`config.mk`:
```
export PLATFORM = sky130hd
export DESIGN_NAME = gpio_irq_bank
export DESIGN_NICKNAME = d
export VERILOG_FILES = /design/src/rtl/gpio_irq_pkg.sv /design/src/rtl/gpio_sticky_bank.sv /design/src/rtl/gpio_mask_reg.sv /design/src/rtl/gpio_any_reg.sv /design/src/rtl/gpio_irq_bank.sv
export SDC_FILE = /design/constraint.sdc
export NUM_CORES = 1
export LEC_CHECK = 0
export BUFFER_PORTS_ARGS = -buffer_cell sky130_fd_sc_hd__buf_2
export CELL_PAD_IN_SITES_DETAIL_PLACEMENT = 0
export CELL_PAD_IN_SITES_GLOBAL_PLACEMENT = 2
export CORE_AREA = 2 2 140 115
export CTS_CLUSTER_SIZE = 8
export DETAILED_ROUTE_END_ITERATION = 8
export DIE_AREA = 0 0 142 117
export GPL_TIMING_DRIVEN = 0
export MAX_ROUTING_LAYER = met4
export PLACE_DENSITY = 0.88
export SLEW_MARGIN = 20
export SYNTH_ARGS = -nofsm -noshare
export SYNTH_HDL_FRONTEND = slang
export SYNTH_SLANG_ARGS = --single-unit
export TNS_END_PERCENT = 5
```
`constraint.sdc`:
```
create_clock -name clk -period 1.8 [get_ports clk]
set_input_delay 0.18 -clock clk [delete_from_list [all_inputs] [get_ports clk]]
set_output_delay 0.18 -clock clk [all_outputs]
set_load 0.03 [all_outputs]
```
`src/rtl/gpio_irq_pkg.sv`:
```
package gpio_irq_pkg;

    localparam int GRP_MAX = 24;
    localparam int DATA_W  = 32;
    localparam int ADDR_W  = 4;

    typedef enum logic [ADDR_W-1:0] {
        OFS_STS  = 4'h0,
        OFS_IEN  = 4'h4,
        OFS_GSTS = 4'h8,
        OFS_GEN  = 4'hC
    } reg_ofs_e;

    typedef struct packed {
        logic sts;
        logic ien;
        logic gsts;
        logic gen;
    } reg_sel_t;

    function automatic reg_sel_t decode_ofs(logic [ADDR_W-1:0] a);
        reg_sel_t s;
        s.sts  = (a == OFS_STS);
        s.ien  = (a == OFS_IEN);
        s.gsts = (a == OFS_GSTS);
        s.gen  = (a == OFS_GEN);
        return s;
    endfunction

    function automatic logic [GRP_MAX-1:0] live_mask(int n);
        logic [GRP_MAX-1:0] m;
        for (int i = 0; i < GRP_MAX; i++) begin
            m[i] = (i < n);
        end
        return m;
    endfunction

endpackage

```
`src/rtl/gpio_sticky_bank.sv`:
```
module gpio_sticky_bank #(
    parameter int N = 24
) (
    input  logic         clk,
    input  logic         rst,
    input  logic [N-1:0] set_i,
    input  logic         clr_en,
    input  logic [N-1:0] clr_i,
    output logic [N-1:0] q
);
    for (genvar i = 0; i < N; i++) begin : g_bit
        logic bit_q;
        always_ff @(posedge clk) begin
            if (rst) begin
                bit_q <= 1'b0;
            end else if (set_i[i]) begin
                bit_q <= 1'b1;
            end else if (clr_en && clr_i[i]) begin
                bit_q <= 1'b0;
            end
        end
        assign q[i] = bit_q;
    end
endmodule

```
`src/rtl/gpio_mask_reg.sv`:
```
module gpio_mask_reg #(
    parameter int N = 24
) (
    input  logic         clk,
    input  logic         rst,
    input  logic         we,
    input  logic [N-1:0] d,
    output logic [N-1:0] q
);
    always_ff @(posedge clk) begin
        if (rst) begin
            q <= '0;
        end else if (we) begin
            q <= d;
        end
    end
endmodule

```
`src/rtl/gpio_any_reg.sv`:
```
module gpio_any_reg #(
    parameter int N = 24
) (
    input  logic         clk,
    input  logic         rst,
    input  logic [N-1:0] vec,
    output logic         any_q
);
    always_ff @(posedge clk) begin
        if (rst) begin
            any_q <= 1'b0;
        end else begin
            any_q <= |vec;
        end
    end
endmodule

```
`src/rtl/gpio_irq_bank.sv`:
```
module gpio_irq_bank
    import gpio_irq_pkg::*;
#(
    parameter int NUM_PADS = 24
) (
    input  logic              clk,
    input  logic              rst,
    input  logic [GRP_MAX-1:0] pad_event,
    input  logic [GRP_MAX-1:0] route_sci,
    input  logic              reg_wen,
    input  logic [ADDR_W-1:0] reg_addr,
    input  logic [DATA_W-1:0] reg_wdata,
    output logic [DATA_W-1:0] reg_rdata,
    output logic              irq_out,
    output logic              wake_out
);
    localparam int N = NUM_PADS;

    reg_sel_t sel;
    assign sel = decode_ofs(reg_addr);

    logic [N-1:0] evt_live, route_live, wdata_live;
    assign evt_live   = pad_event[N-1:0];
    assign route_live = route_sci[N-1:0];
    assign wdata_live = reg_wdata[N-1:0];

    logic [N-1:0] sts_n, ien_n, gsts_n, gen_n;

    gpio_sticky_bank #(.N(N)) u_sts (
        .clk(clk), .rst(rst), .set_i(evt_live),
        .clr_en(reg_wen && sel.sts), .clr_i(wdata_live), .q(sts_n)
    );

    gpio_sticky_bank #(.N(N)) u_gsts (
        .clk(clk), .rst(rst), .set_i(evt_live),
        .clr_en(reg_wen && sel.gsts), .clr_i(wdata_live), .q(gsts_n)
    );

    gpio_mask_reg #(.N(N)) u_ien (
        .clk(clk), .rst(rst), .we(reg_wen && sel.ien),
        .d(wdata_live), .q(ien_n)
    );

    gpio_mask_reg #(.N(N)) u_gen (
        .clk(clk), .rst(rst), .we(reg_wen && sel.gen),
        .d(wdata_live), .q(gen_n)
    );

    gpio_any_reg #(.N(N)) u_irq (
        .clk(clk), .rst(rst), .vec(sts_n & ien_n), .any_q(irq_out)
    );

    gpio_any_reg #(.N(N)) u_wake (
        .clk(clk), .rst(rst), .vec(gsts_n & gen_n & ~route_live),
        .any_q(wake_out)
    );

    // zero-extended views of the banks, used by read-back and the checker
    logic [GRP_MAX-1:0] sts_q, ien_q, gsts_q, gen_q;

    if (N < GRP_MAX) begin : g_partial
        assign sts_q  = {{(GRP_MAX-N){1'b0}}, sts_n};
        assign ien_q  = {{(GRP_MAX-N){1'b0}}, ien_n};
        assign gsts_q = {{(GRP_MAX-N){1'b0}}, gsts_n};
        assign gen_q  = {{(GRP_MAX-N){1'b0}}, gen_n};
        logic unused_dead_pads;
        assign unused_dead_pads = ^{pad_event[GRP_MAX-1:N], route_sci[GRP_MAX-1:N],
                                    reg_wdata[GRP_MAX-1:N]};
    end else begin : g_full
        assign sts_q  = sts_n;
        assign ien_q  = ien_n;
        assign gsts_q = gsts_n;
        assign gen_q  = gen_n;
    end

    logic unused_wdata_hi;
    assign unused_wdata_hi = ^reg_wdata[DATA_W-1:GRP_MAX];

    always_comb begin
        reg_rdata = '0;
        unique case (1'b1)
            sel.sts:  reg_rdata[GRP_MAX-1:0] = sts_q;
            sel.ien:  reg_rdata[GRP_MAX-1:0] = ien_q;
            sel.gsts: reg_rdata[GRP_MAX-1:0] = gsts_q;
            sel.gen:  reg_rdata[GRP_MAX-1:0] = gen_q;
            default:  reg_rdata = '0;
        endcase
    end
endmodule

```
Word level (Yosys, flattened, before mapping)
Cells that the tools add are included.
{"block": "op_classes", "n_eq_ne": 3, "n_mux": 97, "n_bitwise": 4, "n_reduce_logical": 103}
{"operator": "$mux 1", "count": 96}
{"operator": "$pmux 24 s4", "count": 1}
{"operator": "$reduce_bool 2->1", "count": 48}
{"operator": "$and 24x24->24", "count": 3}
{"operator": "$logic_and 1x1->1", "count": 52}
{"operator": "$reduce_or 24->1", "count": 2}
{"operator": "$not 24->24", "count": 1}
{"operator": "$eq 4x4->1 const B", "count": 2}
{"operator": "$eq 4x3->1 const B", "count": 1}
{"operator": "$logic_not 4->1", "count": 1}
{"block": "word_totals", "ff_bits": 98, "input_bits": 87, "output_inout_bits": 34, "word_cells": 259}

Depth between registers and ports, before layout
Gate-level depths: netlist of the first run.
{"block": "depth", "word_depth": 5, "mapped_depth": 7, "ltp_nobuf": 4}

Hierarchy
A second synthesis of the first run with hierarchy kept.
{"block": "unflattened", "hier_cells": 593, "hier_area_um2": 5201.2}
{"module": "gpio_sticky_bank", "n_inst": 2, "cells_each": 124, "area_each_um2": 1083.5, "seq_area_each_um2": 480.5}
{"module": "gpio_mask_reg", "n_inst": 2, "cells_each": 77, "area_each_um2": 869.6, "seq_area_each_um2": 480.5}
{"module": "gpio_irq_bank", "n_inst": 1, "cells_each": 173, "area_each_um2": 1149.9, "seq_area_each_um2": 0.0}
{"module": "gpio_any_reg", "n_inst": 2, "cells_each": 9, "area_each_um2": 72.6, "seq_area_each_um2": 20.0}

Worst setup path after synthesis of the first run
OpenSTA, ideal clock, no wires.
{"block": "synth_path", "path_type": "input to output", "start": "input reg_addr[2]", "end": "output reg_rdata[10]", "arrival_ns": 1.364, "required_time_ns": 1.620, "path_slack_ns": 0.256, "cell_stages": 5, "path_buffers": 2, "path_cell_list": "nor4b_2 buf_2 buf_1 a22oi_1 nand2_1"}
{"block": "synth_via", "elab_chain_len": 2, "elab_cells_between_ends": 5, "classes_between": "eq/ne: 3; mux: 1; reduce/logical: 1"}
{"item": "from (decl)", "line_no": "gpio_irq_bank.sv:11", "source": "input logic [ADDR_W-1:0] reg_addr,"}
{"item": "$eq 4x4->1 (tied with other cells)", "line_no": "gpio_irq_pkg.sv:26", "source": "s.gen = (a == OFS_GEN);"}
{"item": "$pmux 24 s4 *", "line_no": "gpio_irq_bank.sv:81", "source": "unique case (1'b1)"}
{"item": "to (decl)", "line_no": "gpio_irq_bank.sv:13", "source": "output logic [DATA_W-1:0] reg_rdata,"}
Mark *: on every way between the ends. The rest lies on a longest branch, timed or not.

Final worst setup path of the first run
{"block": "layout_path", "start": "input reg_addr[0]", "end": "output reg_rdata[22]"}
Same word-level chain as after synthesis.

==> impl_metrics.json, run 1 <==
{
  "status": "complete, no violations",
  "crit_family": "buffers and inverters",
  "grt_pass1_vias": 4440,
  "grt_overflow": 0,
  "p_seq_share_pct": 47.3,
  "p_sw_share_pct": 25.9,
  "start_util_pct": 28.1,
  "crit_buf_inv": 4,
  "critical_path_class": "in2out",
  "dpl.hpwl_um": 13000,
  "grt_antenna_before_repair": 0,
  "yosysSeqAreaShare_pct": 45.5,
  "startpoint_type": "primary input",
  "cts_hold_buf": 0,
  "via_per_inst": 5.20,
  "area_growth_pct": 27.4,
  "cts.path.max_buffers": 2,
  "totalWireLength_um": 17300,
  "portBuffers": 102,
  "hold_class": "in2reg",
  "antenna-diode-count": 0,
  "ir_drop_uv": 558,
  "grt_usage_pct": 21.8,
  "drive_gt1_share_pct": 22.2,
  "required_ps": 1620,
  "hold_viol_final": 0,
  "final_cell_area_um2": 5490,
  "grt_pass1_wl_um": 25800,
  "cp_common_cell": "buf_2",
  "netlist_area_um2": 4310,
  "leakagePower_nw": 2.18,
  "cp_cell_sequence": "buf_2, and4bb_2, buf_2, clkbuf_2, a22oi_1, nand2_1, buf_2",
  "placed_cells": 876,
  "finalNonFillerCells": 897,
  "drc": 0,
  "rsz0062_at_grt": "no",
  "finalNetCount": 786,
  "arrival_ps": 1560,
  "clock_sinks": 98,
  "synthCells": 574,
  "cts_tree": "done",
  "final-max-slew-violation-count": 0,
  "final_common_cell": "nand2_1",
  "end_kind": "output pin",
  "dieArea_um2": 16600,
  "max_cap_viol_count": 0,
  "drt_iter0_markers": 496,
  "syn_area_per_cell_um2": 7.51,
  "setup_viol_count_final": 0,
  "relSlewSlack_pct": 44.9,
  "internal_power_w": 0.00367,
  "max_stage_delay_ps": 300,
  "skew_ps": 5.82,
  "cts_buffers": 9,
  "max_freq_ghz": 0.576,
  "final_cell_mix": "nand2_1 (146), buf_2 (108), dfxtp_1 (98)",
  "synth-warning-count": 0,
  "io_pins": 121,
  "grt_max_degree": 17,
  "power_frac_clock_pct": 42.3,
  "firstDrtPassIters": 5,
  "p_sw_w": 0.00128,
  "finalSetupTns_ps": 0,
  "cp_max_fo": 10,
  "num_rows": 41,
  "num_vias": 4661,
  "tightestPinTransition_ps": 826,
  "dieHeight_um": 117,
  "core_um2": 15300,
  "min_period_over_period_pct": 96.5,
  "finalCriticalPeriod_ps": 1740,
  "cts.htree.levels": 3,
  "nFillCells": 1626,
  "postRouteAntennaNets": 0,
  "insertion_delay_ps": 350,
  "wl_per_cell_um": 19.3,
  "yosysUniqueCellTypes": 20,
  "p_comb_share_pct": 10.3,
  "ys_ff_latch": 98,
  "p_per_area_nw_per_um2": 902,
  "cts_root_buf": "clkbuf_16",
  "crit_slowest_cell": "and4bb_2",
  "die_w_um": 142,
  "clk_pin_slew_ps": 60,
  "placed_cell_area_um2": 5090,
  "globalplace.congestion": 0.893
}
-- metrics by stage --
step | total power [W] | util, % | hold WS (ps) | setup WS [ps]
global route | 0.00512 | 35.8 | 59.5 | 1.57
detailed placement | 0.00288 | 33.2 | 420 | -445
floorplan | 0.00263 | - | 297 | 256
CTS | 0.00497 | 35.6 | 51.9 | 19.3
finish | 0.00495 | 35.8 | 57.5 | 62.4
global placement | 0.00287 | 33.2 | 409 | -484
-- path summary, 6_finish.rpt --
path | from | endpoint | slack [ps] | cells past startpoint
worst max-delay path | reg_addr[0] | reg_rdata[22] | 60 | 7
worst min-delay path | pad_event[23] | u_sts.g_bit[23].bit_q$_SDFFE_PP0P_ | 60 | 3
worst max register to register | u_gen.q[14]$_SDFFE_PP0P_ | u_wake.any_q$_SDFF_PP0_ | 190 | 4
worst min register to register | u_gen.q[4]$_SDFFE_PP0P_ | u_gen.q[4]$_SDFFE_PP0P_ | 470 | 2
-- per-layer routing --
metal / GRT usage [%] / wire [um] / vias to the layer above
met4: 5.87 / 336 / 0
met5: - / 0 / -
li1: - / - / 2246
met3: 4.35 / 1170 / 16
met2: 32.4 / 7390 / 205
met1: 30.2 / 8410 / 2194
-- Yosys cell counts, drive strengths merged --
cell,instances,area share (%)
and4bb,1,0.29
nand3,48,5.6
a21oi,96,11
clkbuf,24,2.1
nor3,1,0.12
nand4,3,0.44
and2,2,0.29
conb,1,0.087
a22oi,60,10
nor4b,2,0.90
o22ai,12,1.7
a31oi,1,0.15
nor2,49,4.3
dfxtp,98,46
nor4,4,0.58
buf,26,3.6
nand2,146,13
-- power by group through the flow --
| stage | Combinational (W) | Clock (W) | Sequential [W] |
|---|---|---|---|
| 3_3_place_gp | 0.000488 | 0 | 0.00239 |
| 5_1_grt | 0.000556 | 0.00221 | 0.00235 |
| 6_report | 0.000511 | 0.00210 | 0.00234 |
| 3_5_place_dp | 0.000494 | 0 | 0.00239 |
| 4_1_cts | 0.000504 | 0.00213 | 0.00234 |
| 2_1_floorplan | 0.000261 | 0 | 0.00237 |
-- worst reg2reg max path, cell delays in order (launching register included) --
cell and delay [ps]:
dfxtp_1 320, nand2_1 120, o22ai_1 160, nor4_1 690, a31oi_1 180
-- cell type report --
| type | count | area [um^2] | share of cell area [%] |
|---|---|---|---|
| multi-input combinational | 433 | 2140 | 39.0 |
| sequential | 98 | 1960 | 35.7 |
| timing repair buffer | 107 | 548 | 9.98 |
| buffer | 50 | 279 | 5.08 |
| tap | 193 | 241 | 4.40 |
| clock buffer | 10 | 229 | 4.17 |
| clock inverter | 6 | 90.1 | 1.64 |
-- cell families (layout without fill, tap and decap cells) --
| family | after synthesis | count (layout) | synth area share, % |
|---|---|---|---|
| and+or+nand+nor | 256 | 256 | 25.2 |
| other | 1 | 8 | 0.0870 |
| buffers and inverters | 50 | 173 | 5.72 |
| DFF | 98 | 98 | 45.5 |
| AOI/OAI and AO/OA | 169 | 169 | 23.5 |
-- registers in the layout, summed over array words and instances (netlist names) --
register,cells
u_gen.q,24
u_gsts.g_bit.bit_q,24
u_ien.q,24
u_sts.g_bit.bit_q,24
u_irq.any_q,1
u_wake.any_q,1
-- timing repair --
| action | CTS | global route |
|---|---|---|
| setup endpoints to repair | 24 | 20 |
| pin swaps | 1 | 0 |
| setup buffers | 2 | 3 |
| gates resized for setup | 14 | 7 |
(Power assumes the default switching activity.)
==> inputs of run 2 (changes only) <==
==> constraint.sdc (replaced) <==
create_clock -name clk -period 1.8 [get_ports clk]
set_input_delay 0 -clock clk [delete_from_list [all_inputs] [get_ports clk]]
set_output_delay 0 -clock clk [all_outputs]
set_load 0.03 [all_outputs]
==> impl_metrics.json, run 2 (synthesis gave the netlist of run 1 again) <==
{
  "grt_usage_pct": 22.2,
  "final_cell_mix": "nand2_1 (146), buf_2 (114), dfxtp_1 (98)",
  "wl_per_cell_um": 18.6,
  "timing.rr.start": "u_gsts.g_bit[14].bit_q$_SDFFE_PP0P_",
  "rsz0062_at_grt": "no",
  "antenna-diode-count": 0,
  "rr_endpoint": "u_wake.any_q$_SDFF_PP0_",
  "setup_ws_ps": 118,
  "grt_pass1_wl_um": 26400,
  "totalWireLength_um": 17700,
  "area_growth_pct": 39.6,
  "status": "complete, no violations",
  "final-max-slew-violation-count": 0,
  "insertion_delay_ps": 350,
  "num_vias": 4905,
  "p_per_area_nw_per_um2": 838,
  "startpoint": "reg_addr[3]",
  "startpoint_type": "primary input",
  "p_sw_w": 0.00129,
  "p_comb_share_pct": 12.1,
  "drt_iter0_markers": 513,
  "p_sw_share_pct": 25.6,
  "end_kind": "output pin",
  "io_pins": 121,
  "globalplace.congestion": 0.893,
  "ir_drop_uv": 567,
  "hold_depth": 4,
  "cts_buffers": 9,
  "via_per_inst": 5.15,
  "max_freq_ghz": 0.595,
  "num_rows": 41,
  "grt_overflow": 0,
  "cp_common_cell": "buf_2",
  "cts_tree": "done",
  "leakagePower_nw": 2.41,
  "grt_pass1_vias": 4568,
  "clock_sinks": 98,
  "arrival_ps": 1680,
  "firstDrtPassIters": 6,
  "postRouteAntennaNets": 0,
  "hold_viol_final": 0,
  "cts.htree.levels": 3,
  "register_area_um2": 1960,
  "core_um2": 15300,
  "max_cap_viol_count": 0,
  "min_period_over_period_pct": 93.4,
  "finalNetCount": 841,
  "tightestPinTransition_ps": 767,
  "cp_cell_sequence": "buf_2, nor4_1, buf_2, buf_2, a22oi_1, nand2_1, buf_2",
  "die_w_um": 142,
  "reg2reg_depth": 4,
  "portBuffers": 102,
  "setup_viol_count_final": 0,
  "relSlewSlack_pct": 48.4,
  "placed_cells": 876,
  "start_util_pct": 28.1,
  "dieArea_um2": 16600,
  "grt_max_degree": 17,
  "regToRegSetupSlack_ps": 180,
  "cp_max_fo": 10,
  "finalCriticalPeriod_ps": 1680,
  "max_stage_delay_ps": 430,
  "p_seq_share_pct": 46.5,
  "hold_class": "in2reg",
  "internal_power_w": 0.00375,
  "critical_path_class": "in2out",
  "crit_slowest_cell": "nor4_1",
  "finalNonFillerCells": 952,
  "cts.path.max_buffers": 2,
  "pre_cts_ws_ps": -85.2,
  "power_frac_clock_pct": 41.5,
  "required_ps": 1800,
  "multiInputGateArea_um2": 2130,
  "endpoint": "reg_rdata[2]",
  "cts_root_buf": "clkbuf_16",
  "final_common_cell": "nand2_1",
  "nFillCells": 1601,
  "clk_pin_slew_ps": 70,
  "dieHeight_um": 117,
  "drive_gt1_share_pct": 19.9,
  "drc": 0,
  "grt_antenna_before_repair": 0,
  "cts_setup_buffers": 0,
  "dpl.hpwl_um": 13000,
  "skew_ps": 5.31
}
-- run 2: cell types whose count changed in the layout (fill, tap and decap cells not counted), sizes merged --
| cell | before | now |
|---|---|---|
| dlygate4sd3 | 0 | 60 |
| buf | 133 | 126 |
| clkbuf | 34 | 36 |
-- run 2: worst min path at each step --
stage | end | slack (ps) | start
3_3_place_gp | u_gsts.g_bit[23].bit_q$_SDFFE_PP0P_ | 230 | pad_event[23]
2_1_floorplan | u_gsts.g_bit[0].bit_q$_SDFFE_PP0P_ | 120 | pad_event[0]
5_1_grt | u_wake.any_q$_SDFF_PP0_ | 130 | route_sci[10]
6_report | u_wake.any_q$_SDFF_PP0_ | 70 | route_sci[10]
4_1_cts | u_wake.any_q$_SDFF_PP0_ | 70 | route_sci[10]
3_5_place_dp | u_sts.g_bit[14].bit_q$_SDFFE_PP0P_ | 240 | pad_event[14]
-- run 2: power groups by stage --
stage	Combinational, W	Sequential (W)	Clock, W
2_1_floorplan	0.000261	0.00237	0
4_1_cts	0.000604	0.00234	0.00213
3_3_place_gp	0.000488	0.00239	0
3_5_place_dp	0.000494	0.00239	0
5_1_grt	0.000661	0.00235	0.00221
6_report	0.000609	0.00234	0.00209
-- run 2: metrics by stage --
stage / hold WS, ps / utilization (%) / total power, W / cell area [um^2] / setup TNS, ps
3_5_place_dp: 240 / 33.2 / 0.00288 / 5090 / -752
3_3_place_gp: 229 / 33.2 / 0.00287 / 5090 / -1120
5_1_grt: 127 / 39.2 / 0.00523 / 6020 / 0
4_1_cts: 65.7 / 39.2 / 0.00507 / 6010 / 0
6_report: 73.0 / 39.2 / 0.00504 / 6020 / 0
2_1_floorplan: 117 / - / 0.00263 / 4340 / 0
-- run 2: critical path: cells and delay by family --
kind | cells | cell delay (ps)
and+or+nand+nor | 2 | 560
buffers and inverters | 4 | 970
AOI/OAI and AO/OA | 1 | 120
-- run 2: final cells by class --
cell class | instances | share of cell area (%)
plain buffers | 50 | 4.26
clock buffers | 10 | 3.81
clock inverters | 6 | 1.50
multi-input cells | 433 | 35.4
flip-flops and latches | 98 | 32.6
well taps | 193 | 4.01
repair buffers | 162 | 18.5
-- run 2: timing repair --
item                                   CTS  global route
endpoints found under the hold margin   96             0
gates resized for setup                  1            12
gates cloned                             0             0
hold buffers                            60             0
setup endpoints to repair               10            12
-- run 2: per-layer routing --
layer / share of wire, % / global-route usage, % / vias to the layer above
met2: 43 / 33.6 / 223
met1: 48 / 30.5 / 2308
met4: 2.0 / 5.87 / 0
li1: - / - / 2357
met5: 0 / - / -
met3: 7.1 / 4.11 / 17
==> inputs of run 3 (changes only) <==
Settings changed: BUFFER_PORTS_ARGS -buffer_cell sky130_fd_sc_hd__buf_2 to default, CORE_AREA 2 2 140 115 to 4 4 118 120, DIE_AREA 0 0 142 117 to 0 0 122 124, DONT_BUFFER_PORTS from default to 1, PLACE_DENSITY 0.88 to 0.85.
==> impl_metrics.json, run 3 (synthesis gave the netlist of run 1 again) <==
{
  "max_cap_viol_count": 0,
  "final_cell_mix": "nand2_1 (146), dfxtp_1 (98), a21oi_1 (96)",
  "pre_cts_ws_ps": -53.4,
  "cts.htree.levels": 3,
  "insertion_delay_ps": 350,
  "ir_drop_uv": 341,
  "clk_pin_slew_ps": 70,
  "via_per_inst": 5.51,
  "max_freq_ghz": 0.609,
  "startpoint_type": "primary input",
  "critical_path_class": "in2reg",
  "arrival_ps": 1850,
  "cts.path.max_buffers": 2,
  "cts_root_buf": "clkbuf_16",
  "wl_per_cell_um": 21.1,
  "final_common_cell": "nand2_1",
  "p_per_area_nw_per_um2": 862,
  "relSlewSlack_pct": 52.6,
  "drc": 0,
  "dieArea_um2": 15100,
  "area_growth_pct": 29.3,
  "start_util_pct": 33.2,
  "hold_viol_final": 0,
  "totalWireLength_um": 17800,
  "min_period_over_period_pct": 91.2,
  "num_vias": 4657,
  "multiInputGateArea_um2": 2130,
  "setup_ws_ps": 159,
  "grt_pass1_wl_um": 26300,
  "drive_gt1_share_pct": 7.03,
  "cts_setup_buffers": 0,
  "tightestPinTransition_ps": 711,
  "placed_cell_area_um2": 4560,
  "finalSetupTns_ps": 0,
  "num_rows": 42,
  "grt_pass1_vias": 4494,
  "dieHeight_um": 124,
  "portBuffers": 0,
  "status": "complete, no violations",
  "globalplace.congestion": 0.883,
  "required_ps": 2010,
  "leakagePower_nw": 2.02,
  "die_w_um": 122,
  "cts_tree": "done",
  "core_um2": 13000,
  "io_pins": 121,
  "finalCriticalPeriod_ps": 1640,
  "setup_viol_count_final": 0,
  "cp_max_fo": 10,
  "clock_sinks": 98,
  "drt_iter0_markers": 511,
  "final_cell_area_um2": 5570,
  "final-max-slew-violation-count": 0,
  "utilization_pct": 42.9,
  "nFillCells": 1374,
  "finalNetCount": 751,
  "dpl.hpwl_um": 12600,
  "skew_ps": 4.69,
  "grt_antenna_before_repair": 0,
  "register_area_um2": 1960,
  "antenna-diode-count": 0,
  "hold_class": "in2reg",
  "end_kind": "flop",
  "postRouteAntennaNets": 0,
  "grt_max_degree": 16,
  "grt_overflow": 0,
  "cts_buffers": 9,
  "firstDrtPassIters": 6,
  "grt_usage_pct": 24.1,
  "rsz0062_at_grt": "no"
}
## run 3: cell types whose count changed in the layout (fill, tap and decap cells not counted)
cell	before	now
inv_6	1	0
clkbuf_1	20	22
clkinv_2	1	4
dlygate4sd3_1	60	72
bufinv_16	2	1
clkbuf_2	7	5
buf_2	114	12
clkinv_4	1	0
## run 3: where the power goes
part | internal [W] | switching (W)
Combinational | 0.000221 | 0.000302
Sequential | 0.00226 | 0.0000877
Clock | 0.00107 | 0.000862
## run 3: cell type report
class	count	share of cell area [%]
Clock inverter	6	1.03
Buffer	50	4.56
Sequential cell	98	35.2
Tap cell	176	3.95
Multi-Input combinational cell	433	38.2
Clock buffer	10	4.11
Timing Repair Buffer	72	12.9
## run 3: path summary, 6_finish.rpt
kind	from	slack (ps)	cells after the start	end
hold / removal	route_sci[19]	110	3	u_wake.any_q$_SDFF_PP0_
hold reg to reg	u_gen.q[7]$_SDFFE_PP0P_	470	2	u_gen.q[7]$_SDFFE_PP0P_
setup reg to reg	u_sts.g_bit[1].bit_q$_SDFFE_PP0P_	540	3	u_sts.g_bit[1].bit_q$_SDFFE_PP0P_
setup / recovery	reg_addr[2]	160	6	u_gsts.g_bit[2].bit_q$_SDFFE_PP0P_
## run 3: timing repair
action / CTS / global route
pin swaps: 0 / 0
resized for setup: 1 / 8
cloned: 0 / 0
hold endpoints to repair: 96 / 0
setup endpoints to repair: 9 / 16
hold buffers: 72 / 0
## run 3: layer usage
metal | GRT usage [%] | vias up | wire length, um | part of all wire [%]
li1 | - | 2171 | - | -
met1 | 31.3 | 2259 | 7750 | 44
met2 | 37.1 | 195 | 8300 | 47
met3 | 5.13 | 32 | 1340 | 7.5
met4 | 9.10 | 0 | 408 | 2.3
met5 | - | - | 0 | 0
## run 3: through the flow
stage                     cells  hold slack, ps  total power, W
after floorplan             581             117         0.00263
after global placement      757             118         0.00273
after detailed placement    757             127         0.00274
after CTS                   845            90.5         0.00481
after global routing        845             130         0.00494
final                       845             114         0.00480
## run 3: worst max-delay path, stage by stage
cell           delay (ps)
nor4b_2               470
clkbuf_1              470
nand3_1               150
a21oi_1               160
dlygate4sd3_1         560
nor2_1                 40
